### src/rtl/stk_pkg.sv
package stk_pkg;
  localparam int INSW = 24;
  localparam int ARGW = 16;

  typedef enum logic [7:0] {
    OP_HALT  = 8'h00,
    OP_PUSHI = 8'h01,
    OP_PUSH  = 8'h02,
    OP_POP   = 8'h03,
    OP_ADD   = 8'h04,
    OP_SUB   = 8'h05,
    OP_SHL   = 8'h06,
    OP_PUSHX = 8'h07,
    OP_POPX  = 8'h08,
    OP_JGT   = 8'h09
  } op_e;

  typedef enum logic [1:0] {ST_IDLE, ST_RUN, ST_HALT} st_e;
endpackage

### src/rtl/stk_stack.sv
module stk_stack #(
  parameter int DW    = 16,
  parameter int DEPTH = 16,
  localparam int SPW  = $clog2(DEPTH + 1),
  localparam int IW   = $clog2(DEPTH)
) (
  input  logic           clk_i,
  input  logic           rst_ni,
  input  logic [1:0]     pop_i,
  input  logic           push_i,
  input  logic [DW-1:0]  push_data_i,
  output logic [DW-1:0]  top0_o,
  output logic [DW-1:0]  top1_o,
  output logic [DW-1:0]  top2_o,
  output logic [SPW-1:0] sp_o
);
  logic [DW-1:0]  mem_q [DEPTH];
  logic [SPW-1:0] sp_q;
  logic [SPW-1:0] wr_idx;
  logic [DW-1:0]  tops [3];

  for (genvar k = 0; k < 3; k++) begin : g_top
    logic [SPW-1:0] idx;
    assign idx     = sp_q - SPW'(k + 1);
    assign tops[k] = mem_q[idx[IW-1:0]];
  end

  assign top0_o = tops[0];
  assign top1_o = tops[1];
  assign top2_o = tops[2];
  assign sp_o   = sp_q;
  assign wr_idx = sp_q - SPW'(pop_i);

  always_ff @(posedge clk_i or negedge rst_ni) begin
    if (!rst_ni) begin
      sp_q <= '0;
      for (int i = 0; i < DEPTH; i++) mem_q[i] <= '0;
    end else begin
      sp_q <= sp_q - SPW'(pop_i) + SPW'(push_i);
      if (push_i) mem_q[wr_idx[IW-1:0]] <= push_data_i;
    end
  end
endmodule

### src/rtl/stk_dmem.sv
module stk_dmem #(
  parameter int DW    = 16,
  parameter int DEPTH = 64,
  localparam int AW   = $clog2(DEPTH)
) (
  input  logic          clk_i,
  input  logic          we_i,
  input  logic [AW-1:0] waddr_i,
  input  logic [DW-1:0] wdata_i,
  input  logic [AW-1:0] raddr_i,
  output logic [DW-1:0] rdata_o,
  input  logic [AW-1:0] dbg_addr_i,
  output logic [DW-1:0] dbg_rdata_o
);
  logic [DW-1:0] mem_q [DEPTH];

  always_ff @(posedge clk_i) begin
    if (we_i) mem_q[waddr_i] <= wdata_i;
  end

  assign rdata_o     = mem_q[raddr_i];
  assign dbg_rdata_o = mem_q[dbg_addr_i];
endmodule

### src/rtl/stk_imem.sv
module stk_imem #(
  parameter int W     = 24,
  parameter int DEPTH = 64,
  localparam int AW   = $clog2(DEPTH)
) (
  input  logic          clk_i,
  input  logic          we_i,
  input  logic [AW-1:0] waddr_i,
  input  logic [W-1:0]  wdata_i,
  input  logic [AW-1:0] raddr_i,
  output logic [W-1:0]  rdata_o
);
  logic [W-1:0] mem_q [DEPTH];

  always_ff @(posedge clk_i) begin
    if (we_i) mem_q[waddr_i] <= wdata_i;
  end

  assign rdata_o = mem_q[raddr_i];
endmodule

### src/rtl/stk_core.sv
module stk_core
  import stk_pkg::*;
#(
  parameter int DW         = 16,
  parameter int STK_DEPTH  = 16,
  parameter int DMEM_DEPTH = 64,
  parameter int IMEM_DEPTH = 64,
  localparam int DAW = $clog2(DMEM_DEPTH),
  localparam int IAW = $clog2(IMEM_DEPTH),
  localparam int SPW = $clog2(STK_DEPTH + 1)
) (
  input  logic            clk_i,
  input  logic            rst_ni,
  input  logic            start_i,
  input  logic            imem_we_i,
  input  logic [IAW-1:0]  imem_addr_i,
  input  logic [INSW-1:0] imem_wdata_i,
  input  logic [DAW-1:0]  dbg_addr_i,
  output logic [DW-1:0]   dbg_rdata_o,
  output logic            halted_o,
  output logic            ovf_o,
  output logic            unf_o
);
  st_e             st_q;
  logic [IAW-1:0]  pc_q, pc_nx;
  logic            ovf_q, unf_q;
  logic [INSW-1:0] instr;
  logic [7:0]      opc;
  logic [ARGW-1:0] arg;
  logic [DW-1:0]   t0, t1, t2;
  logic [SPW-1:0]  sp;
  logic [1:0]      pop_n, stk_pop;
  logic            push, stk_push;
  logic [DW-1:0]   push_d;
  logic            dm_we, dm_we_raw;
  logic [DAW-1:0]  dm_waddr, dm_raddr;
  logic [DW-1:0]   dm_wdata, dm_rdata;
  logic            is_halt, ovf_hit, unf_hit, run, exec;

  assign opc = instr[23:16];
  assign arg = instr[15:0];

  always_comb begin
    pop_n     = 2'd0;
    push      = 1'b0;
    push_d    = '0;
    dm_we_raw = 1'b0;
    dm_waddr  = arg[DAW-1:0];
    dm_wdata  = t0;
    dm_raddr  = arg[DAW-1:0];
    pc_nx     = pc_q + IAW'(1);
    is_halt   = 1'b0;
    case (opc)
      OP_HALT:  is_halt = 1'b1;
      OP_PUSHI: begin push = 1'b1; push_d = DW'(arg); end
      OP_PUSH:  begin push = 1'b1; push_d = dm_rdata; end
      OP_POP:   begin pop_n = 2'd1; dm_we_raw = 1'b1; end
      OP_ADD:   begin pop_n = 2'd2; push = 1'b1; push_d = t0 + t1; end
      OP_SUB:   begin pop_n = 2'd2; push = 1'b1; push_d = t0 - t1; end
      OP_SHL:   begin pop_n = 2'd2; push = 1'b1; push_d = t1 << t0; end
      OP_PUSHX: begin
        pop_n = 2'd1; push = 1'b1;
        dm_raddr = t0[DAW-1:0]; push_d = dm_rdata;
      end
      OP_POPX:  begin
        pop_n = 2'd2; dm_we_raw = 1'b1;
        dm_waddr = t0[DAW-1:0]; dm_wdata = t1;
      end
      OP_JGT:   begin
        pop_n = 2'd3;
        if (t1 > t2) pc_nx = t0[IAW-1:0];
      end
      default: ;
    endcase
  end

  assign run      = (st_q == ST_RUN);
  assign ovf_hit  = push && (pop_n == 2'd0) && (sp == SPW'(STK_DEPTH));
  assign unf_hit  = (sp < SPW'(pop_n));
  assign exec     = run && !is_halt && !ovf_hit && !unf_hit;
  assign stk_pop  = exec ? pop_n : 2'd0;
  assign stk_push = exec && push;
  assign dm_we    = exec && dm_we_raw;

  always_ff @(posedge clk_i or negedge rst_ni) begin
    if (!rst_ni) begin
      st_q  <= ST_IDLE;
      pc_q  <= '0;
      ovf_q <= 1'b0;
      unf_q <= 1'b0;
    end else begin
      case (st_q)
        ST_IDLE: if (start_i) begin st_q <= ST_RUN; pc_q <= '0; end
        ST_RUN: begin
          if (ovf_hit) begin ovf_q <= 1'b1; st_q <= ST_HALT; end
          else if (unf_hit) begin unf_q <= 1'b1; st_q <= ST_HALT; end
          else if (is_halt) st_q <= ST_HALT;
          else pc_q <= pc_nx;
        end
        default: st_q <= ST_HALT;
      endcase
    end
  end

  assign halted_o = (st_q == ST_HALT);
  assign ovf_o    = ovf_q;
  assign unf_o    = unf_q;

  stk_imem #(.W(INSW), .DEPTH(IMEM_DEPTH)) u_imem (
    .clk_i, .we_i(imem_we_i), .waddr_i(imem_addr_i), .wdata_i(imem_wdata_i),
    .raddr_i(pc_q), .rdata_o(instr)
  );

  stk_dmem #(.DW(DW), .DEPTH(DMEM_DEPTH)) u_dmem (
    .clk_i, .we_i(dm_we), .waddr_i(dm_waddr), .wdata_i(dm_wdata),
    .raddr_i(dm_raddr), .rdata_o(dm_rdata),
    .dbg_addr_i, .dbg_rdata_o
  );

  stk_stack #(.DW(DW), .DEPTH(STK_DEPTH)) u_stack (
    .clk_i, .rst_ni, .pop_i(stk_pop), .push_i(stk_push), .push_data_i(push_d),
    .top0_o(t0), .top1_o(t1), .top2_o(t2), .sp_o(sp)
  );
endmodule

### config.mk
export PLATFORM = sky130hd
export DESIGN_NAME = stk_core
export DESIGN_NICKNAME = d
export VERILOG_FILES = /design/src/rtl/stk_pkg.sv /design/src/rtl/stk_stack.sv /design/src/rtl/stk_dmem.sv /design/src/rtl/stk_imem.sv /design/src/rtl/stk_core.sv
export SDC_FILE = /design/constraint.sdc
export NUM_CORES = 2
export LEC_CHECK = 0
export BUFFER_PORTS_ARGS = -buffer_cell sky130_fd_sc_hd__buf_4
export CORE_MARGIN = 2
export CORE_UTILIZATION = 60
export CTS_BUF_LIST = sky130_fd_sc_hd__clkbuf_8
export DETAILED_ROUTE_END_ITERATION = 7
export PLACE_DENSITY = 0.87
export SYNTH_ARGS = -nofsm -noshare
export SYNTH_HDL_FRONTEND = slang
export SYNTH_SLANG_ARGS = --single-unit
### constraint.sdc
create_clock -name clk_i -period 7.7 [get_ports clk_i]
set_clock_uncertainty 0.1 [all_clocks]
set_input_delay 0.77 -clock clk_i [delete_from_list [all_inputs] [get_ports clk_i]]
set_output_delay 0.77 -clock clk_i [all_outputs]
set_load 0.005 [all_outputs]
==> results_tabular.tex <==
\begin{tabular}{lr}
\hline
Metric & Value \\
\hline
\multicolumn{2}{l}{\textbf{Power and ir drop}} \\
\quad Combinational share of power & about a quarter \\
\quad Part of the power in the clock network & a little under a third \\
\quad Reg power frac & about 43\% \\
\quad Net switching power of the design & between 0.01 and 0.015 W \\
\quad Standby leakage power & approximately 47 nW \\
\quad Max rail drop VDD & about 0.29 mV \\
\quad Share of total power consumed by net switching & $\sim$32\% \\
\quad Internal power & 0.0268 W \\
\quad Power density over the cells & between 200 and 300 nW/um2 \\
\multicolumn{2}{l}{\textbf{Floorplanning}} \\
\quad Initial standard-cell utilization of the core & approximately three fifths \\
\quad Height of the die & 462 um \\
\quad Core box area & 209000 um2 \\
\quad Overall die area & 214000 um2 \\
\quad Width of the die & 462 um \\
\quad Number of standard-cell rows in the floorplan & 168 \\
\quad Ports placed on the boundary & 59 \\
\multicolumn{2}{l}{\textbf{Timing}} \\
\quad Final setup fails & 17 \\
\quad Worst slew margin relative to its limit & approximately 7.2\% \\
\quad Worst slew pin tran & 1.39 ns \\
\quad Final WS setup & -0.0326 ns \\
\quad Setup total negative slack & -0.242 ns \\
\quad Share of the cycle needed by the critical path after routing & 100\% \\
\quad Maximum clock rate & approximately 0.13 GHz \\
\quad RSZ-0062 raised after global routing & false \\
\quad Total count of max-transition violations in the final report & 0 \\
\quad Final hold violation count & 0 \\
\quad Min Clock Period, post-route & 7.73 ns \\
\multicolumn{2}{l}{\textbf{Finish}} \\
\quad Share of layout cells above drive strength 1 & 28.0\% \\
\quad Synth-to-layout area growth & 10.8\% \\
\quad Number of fill cells in the layout & 12600 \\
\quad Finished Layout Cells & 10900 \\
\quad Leading cell types in the layout, fill and taps excluded & sky130\_fd\_sc\_hd\_\_edfxtp\_1 (2560), sky130\_fd\_sc\_hd\_\_mux4\_2 (838), sky130\_fd\_sc\_hd\_\_nand2\_1 (737) \\
\quad Register area & 83700 um2 \\
\quad Multi-input combinational cell area & approximately 40000 um2 \\
\quad Net total in the final layout & 7835 \\
\quad Most frequent standard cell in the layout excluding fill and tap cells & sky130\_fd\_sc\_hd\_\_edfxtp\_1 \\
\multicolumn{2}{l}{\textbf{Synth}} \\
\quad Syn\_nets & between 7000 and 8000 \\
\quad Number of distinct library cells after synthesis & 94 \\
\quad Sequential-to-total area share from yosys stat & 66.4\% \\
\quad Average size of a mapped cell & around 17 um2 \\
\quad Cells after synthesis & 7383 \\
\quad Warnings from Yosys & 0 \\
\quad Number of synthesized flops with an enable pin & 2560 \\
\quad Number of storage elements in the synthesis netlist & 2831 \\
\quad Cell Area, Synth & around 130000 um2 \\
\quad Most used flip-flop cell after synthesis & sky130\_fd\_sc\_hd\_\_edfxtp\_1 \\
\quad Proportion of synthesized flip-flops having asynchronous set or reset & 9.57\% \\
\multicolumn{2}{l}{\textbf{Clock tree}} \\
\quad Clock edge transition at the registers on the reported setup and hold paths & approximately 0.070 ns \\
\quad Worst-skew pair later-pin latency & 1.14 ns \\
\quad Cell chosen for the clock root & sky130\_fd\_sc\_hd\_\_clkbuf\_8 \\
\quad Clock tree from TritonCTS & yes \\
\quad H-tree levels & 5 \\
\quad Maximum count of clock buffers along a single path & 4 \\
\quad Number of buffers created by CTS & 439 \\
\quad Total number of clock tree sinks & 2831 \\
\multicolumn{2}{l}{\textbf{GRT}} \\
\quad Total global-route track usage & between 30\% and 40\% \\
\quad Vias in the first global route & 80800 \\
\quad Initial antenna violation count & 19 \\
\quad Met1 Resource Use GR & roughly 44\% \\
\quad Largest net degree at the start of global routing & 152 \\
\quad Met2 layer usage reported by global route & 55.2\% \\
\quad Global-route wire length before repair & 556000 um \\
\quad Fraction of met3 tracks used by global routing & 12.7\% \\
\quad Gr busiest metal & met2 \\
\quad Total grt overflow & 0 \\
\multicolumn{2}{l}{\textbf{Run status}} \\
\quad Failing checks & DRC, setup timing \\
\quad Outcome & complete, but fails checks \\
\multicolumn{2}{l}{\textbf{Route}} \\
\quad Routed WL & 391000 um \\
\quad Total number of vias & 81800 \\
\quad Detailed Route Iter0 Violations & 15800 \\
\quad Routed wirelength normalized by instance count & 35.9 um \\
\quad Routed Antenna Nets & 0 \\
\quad Vias/cell & 7.50 \\
\quad Number of detailed-routing iterations run before antenna repair & 8 \\
\quad DRC violation count after routing & 1 \\
\multicolumn{2}{l}{\textbf{Critical path}} \\
\quad Worst endpoint data arrival time & 8.60 ns \\
\quad Type of element launching the critical path & flop \\
\quad CP Class & flop to flop \\
\quad Worst R2R Start & pc\_q[1]\$\_DFFE\_PN0P\_ \\
\quad Nature of the critical path endpoint & flop \\
\quad Crit path from & pc\_q[1]\$\_DFFE\_PN0P\_ \\
\quad CP max FO & between 60 and 70 \\
\quad Number of cells on the worst reg-to-reg path & 17 \\
\quad Worst Path Required & 8.56 ns \\
\multicolumn{2}{l}{\textbf{Worst hold path}} \\
\quad Worst hold path depth & 1 \\
\quad Worst hold start & imem\_wdata\_i[18] \\
\quad Worst min-delay path class & input pin to flop \\
\multicolumn{2}{l}{\textbf{Place}} \\
\quad Detailed placer's ending HPWL & 234000 um \\
\quad Worst slack, placed & -0.0123 ns \\
\quad Cell Count Post-Placement & 10100 \\
\quad Last weighted congestion value of the routability-driven placer & 1.00 \\
\quad Port Buffer Count & 58 \\
\multicolumn{2}{l}{\textbf{Flow run}} \\
\quad Max-capacitance violation count & 0 \\
\hline
\end{tabular}
## area by class of cell
| class | count | share of cell area (%) |
|---|---|---|
| tap | 2805 | 2.51 |
| antenna | 10 | 0.0179 |
| clock inverter | 318 | 1.25 |
| sequential | 2831 | 59.9 |
| timing repair buffer | 444 | 2.70 |
| clock buffer | 463 | 4.56 |
| inverter | 52 | 0.141 |
| multi-input combinational | 3981 | 28.9 |
## cell usage after synthesis (23+ instances only)
| cell type | count | area (um2) |
|---|---|---|
| sky130_fd_sc_hd__edfxtp_1 | 2560 | 76900 |
| sky130_fd_sc_hd__mux4_2 | 838 | 18900 |
| sky130_fd_sc_hd__nand2_1 | 737 | 2770 |
| sky130_fd_sc_hd__mux2i_1 | 362 | 3620 |
| sky130_fd_sc_hd__dfrtp_1 | 271 | 6780 |
| sky130_fd_sc_hd__nor2_1 | 257 | 965 |
| sky130_fd_sc_hd__clkbuf_1 | 243 | 912 |
| sky130_fd_sc_hd__mux2_2 | 235 | 2650 |
| sky130_fd_sc_hd__nand3_1 | 199 | 996 |
| sky130_fd_sc_hd__buf_2 | 149 | 746 |
| sky130_fd_sc_hd__o21ai_0 | 144 | 721 |
| sky130_fd_sc_hd__a211oi_1 | 84 | 631 |
| sky130_fd_sc_hd__and3_1 | 83 | 519 |
| sky130_fd_sc_hd__a221oi_1 | 82 | 718 |
| sky130_fd_sc_hd__a31oi_1 | 80 | 500 |
| sky130_fd_sc_hd__a21oi_1 | 78 | 390 |
| sky130_fd_sc_hd__buf_1 | 65 | 244 |
| sky130_fd_sc_hd__a311oi_1 | 64 | 561 |
| sky130_fd_sc_hd__a32oi_1 | 61 | 534 |
| sky130_fd_sc_hd__a22oi_1 | 55 | 413 |
| sky130_fd_sc_hd__nand4_1 | 49 | 307 |
| sky130_fd_sc_hd__nor3_1 | 46 | 230 |
| sky130_fd_sc_hd__ha_1 | 44 | 551 |
| sky130_fd_sc_hd__inv_1 | 43 | 161 |
| sky130_fd_sc_hd__buf_4 | 39 | 293 |
| sky130_fd_sc_hd__nor2b_1 | 39 | 244 |
| sky130_fd_sc_hd__nor4_1 | 34 | 213 |
| sky130_fd_sc_hd__nor3b_1 | 32 | 240 |
| sky130_fd_sc_hd__a2111oi_0 | 28 | 245 |
| sky130_fd_sc_hd__or3_1 | 27 | 169 |
| sky130_fd_sc_hd__o22ai_1 | 24 | 150 |
| sky130_fd_sc_hd__buf_6 | 23 | 259 |
## worst max-delay path, stage by stage, from the launching register on
cell,delay [ns]
sky130_fd_sc_hd__dfrtp_4,0.61
sky130_fd_sc_hd__buf_16,0.26
sky130_fd_sc_hd__nand2_1,0.34
sky130_fd_sc_hd__buf_4,0.31
sky130_fd_sc_hd__o221ai_1,0.18
sky130_fd_sc_hd__o21ai_0,0.21
sky130_fd_sc_hd__nand4_1,0.14
sky130_fd_sc_hd__a22oi_1,0.69
sky130_fd_sc_hd__o21bai_1,0.52
sky130_fd_sc_hd__o21ai_4,0.81
sky130_fd_sc_hd__nand2_8,0.39
sky130_fd_sc_hd__buf_12,0.36
sky130_fd_sc_hd__mux2i_1,0.25
sky130_fd_sc_hd__a32oi_1,0.09
sky130_fd_sc_hd__a31oi_1,0.70
sky130_fd_sc_hd__a41oi_1,0.54
sky130_fd_sc_hd__o22a_1,0.58
sky130_fd_sc_hd__mux2_2,0.37
## kinds of logic (layout without fill, tap and decap cells)
logic type	count (synthesis)	count (layout)	share of synthesized area [%]
AOI/OAI and AO/OA	873	873	5.05
xor gates and xnor gates	35	35	0.243
adders and majority gates	47	47	0.477
buffers and inverters	571	1277	2.10
DFF	2831	2831	66.4
muxes	1437	1437	20.0
other	0	10	0
and+or+nand+nor	1589	1589	5.76
## routing by layer
metal,wire length (um),vias to the layer above
li1,-,31000
met1,118000,40200
met2,178000,8542
met3,60200,2042
met4,34500,22
met5,386,-
## registers in the layout, indices dropped and copies added (netlist names)
signal         flops
u_stack.sp_o       5
pc_q               6
u_stack.mem_q    256
ovf_o              1
u_imem.mem_q    1536
u_dmem.mem_q    1024
st_q               2
unf_o              1
## power by group through the flow
| stage | registers, W | logic (W) | clock network, W |
|---|---|---|---|
| after global placement | 0.0174 | 0.00977 | 0 |
| after global routing | 0.0171 | 0.0109 | 0.0126 |
| final | 0.0171 | 0.0106 | 0.0120 |
| after CTS | 0.0171 | 0.0101 | 0.0120 |
| after detailed placement | 0.0174 | 0.0100 | 0 |
| after floorplan | 0.0173 | 0.00667 | 0 |
## worst paths after layout
path	slack (ns)	end
max	-0.03	u_stack.mem_q[185]$_DFFE_PN0P_
min	0.09	u_imem.mem_q[52][18]$_DFFE_PP_
max reg2reg	-0.03	u_stack.mem_q[185]$_DFFE_PN0P_
min reg2reg	0.41	u_stack.sp_o[4]$_DFF_PN0_
max in group asynchronous	5.80	pc_q[0]$_DFFE_PN0P_
min in group asynchronous	0.22	u_stack.mem_q[169]$_DFFE_PN0P_
## stage by stage
step	total power, W	instance area (um2)	hold WS [ns]	utilization, %
finish	0.0397	140000	0.0888	66.8
global route	0.0406	140000	0.0569	66.7
CTS	0.0392	139000	0.00273	66.7
detailed placement	0.0274	131000	0.403	62.8
global placement	0.0272	131000	0.393	62.8
floorplan	0.0240	126000	0.351	-
## what timing repair did
item | CTS | global route
setup endpoints to repair | 31 | 249
endpoints found under the hold margin | 123 | 0
gates resized for setup | 1 | 30
setup buffers | 0 | 5
hold buffers | 4 | 0
pin swaps | 0 | 3
Power figures use the tool's default switching activity.
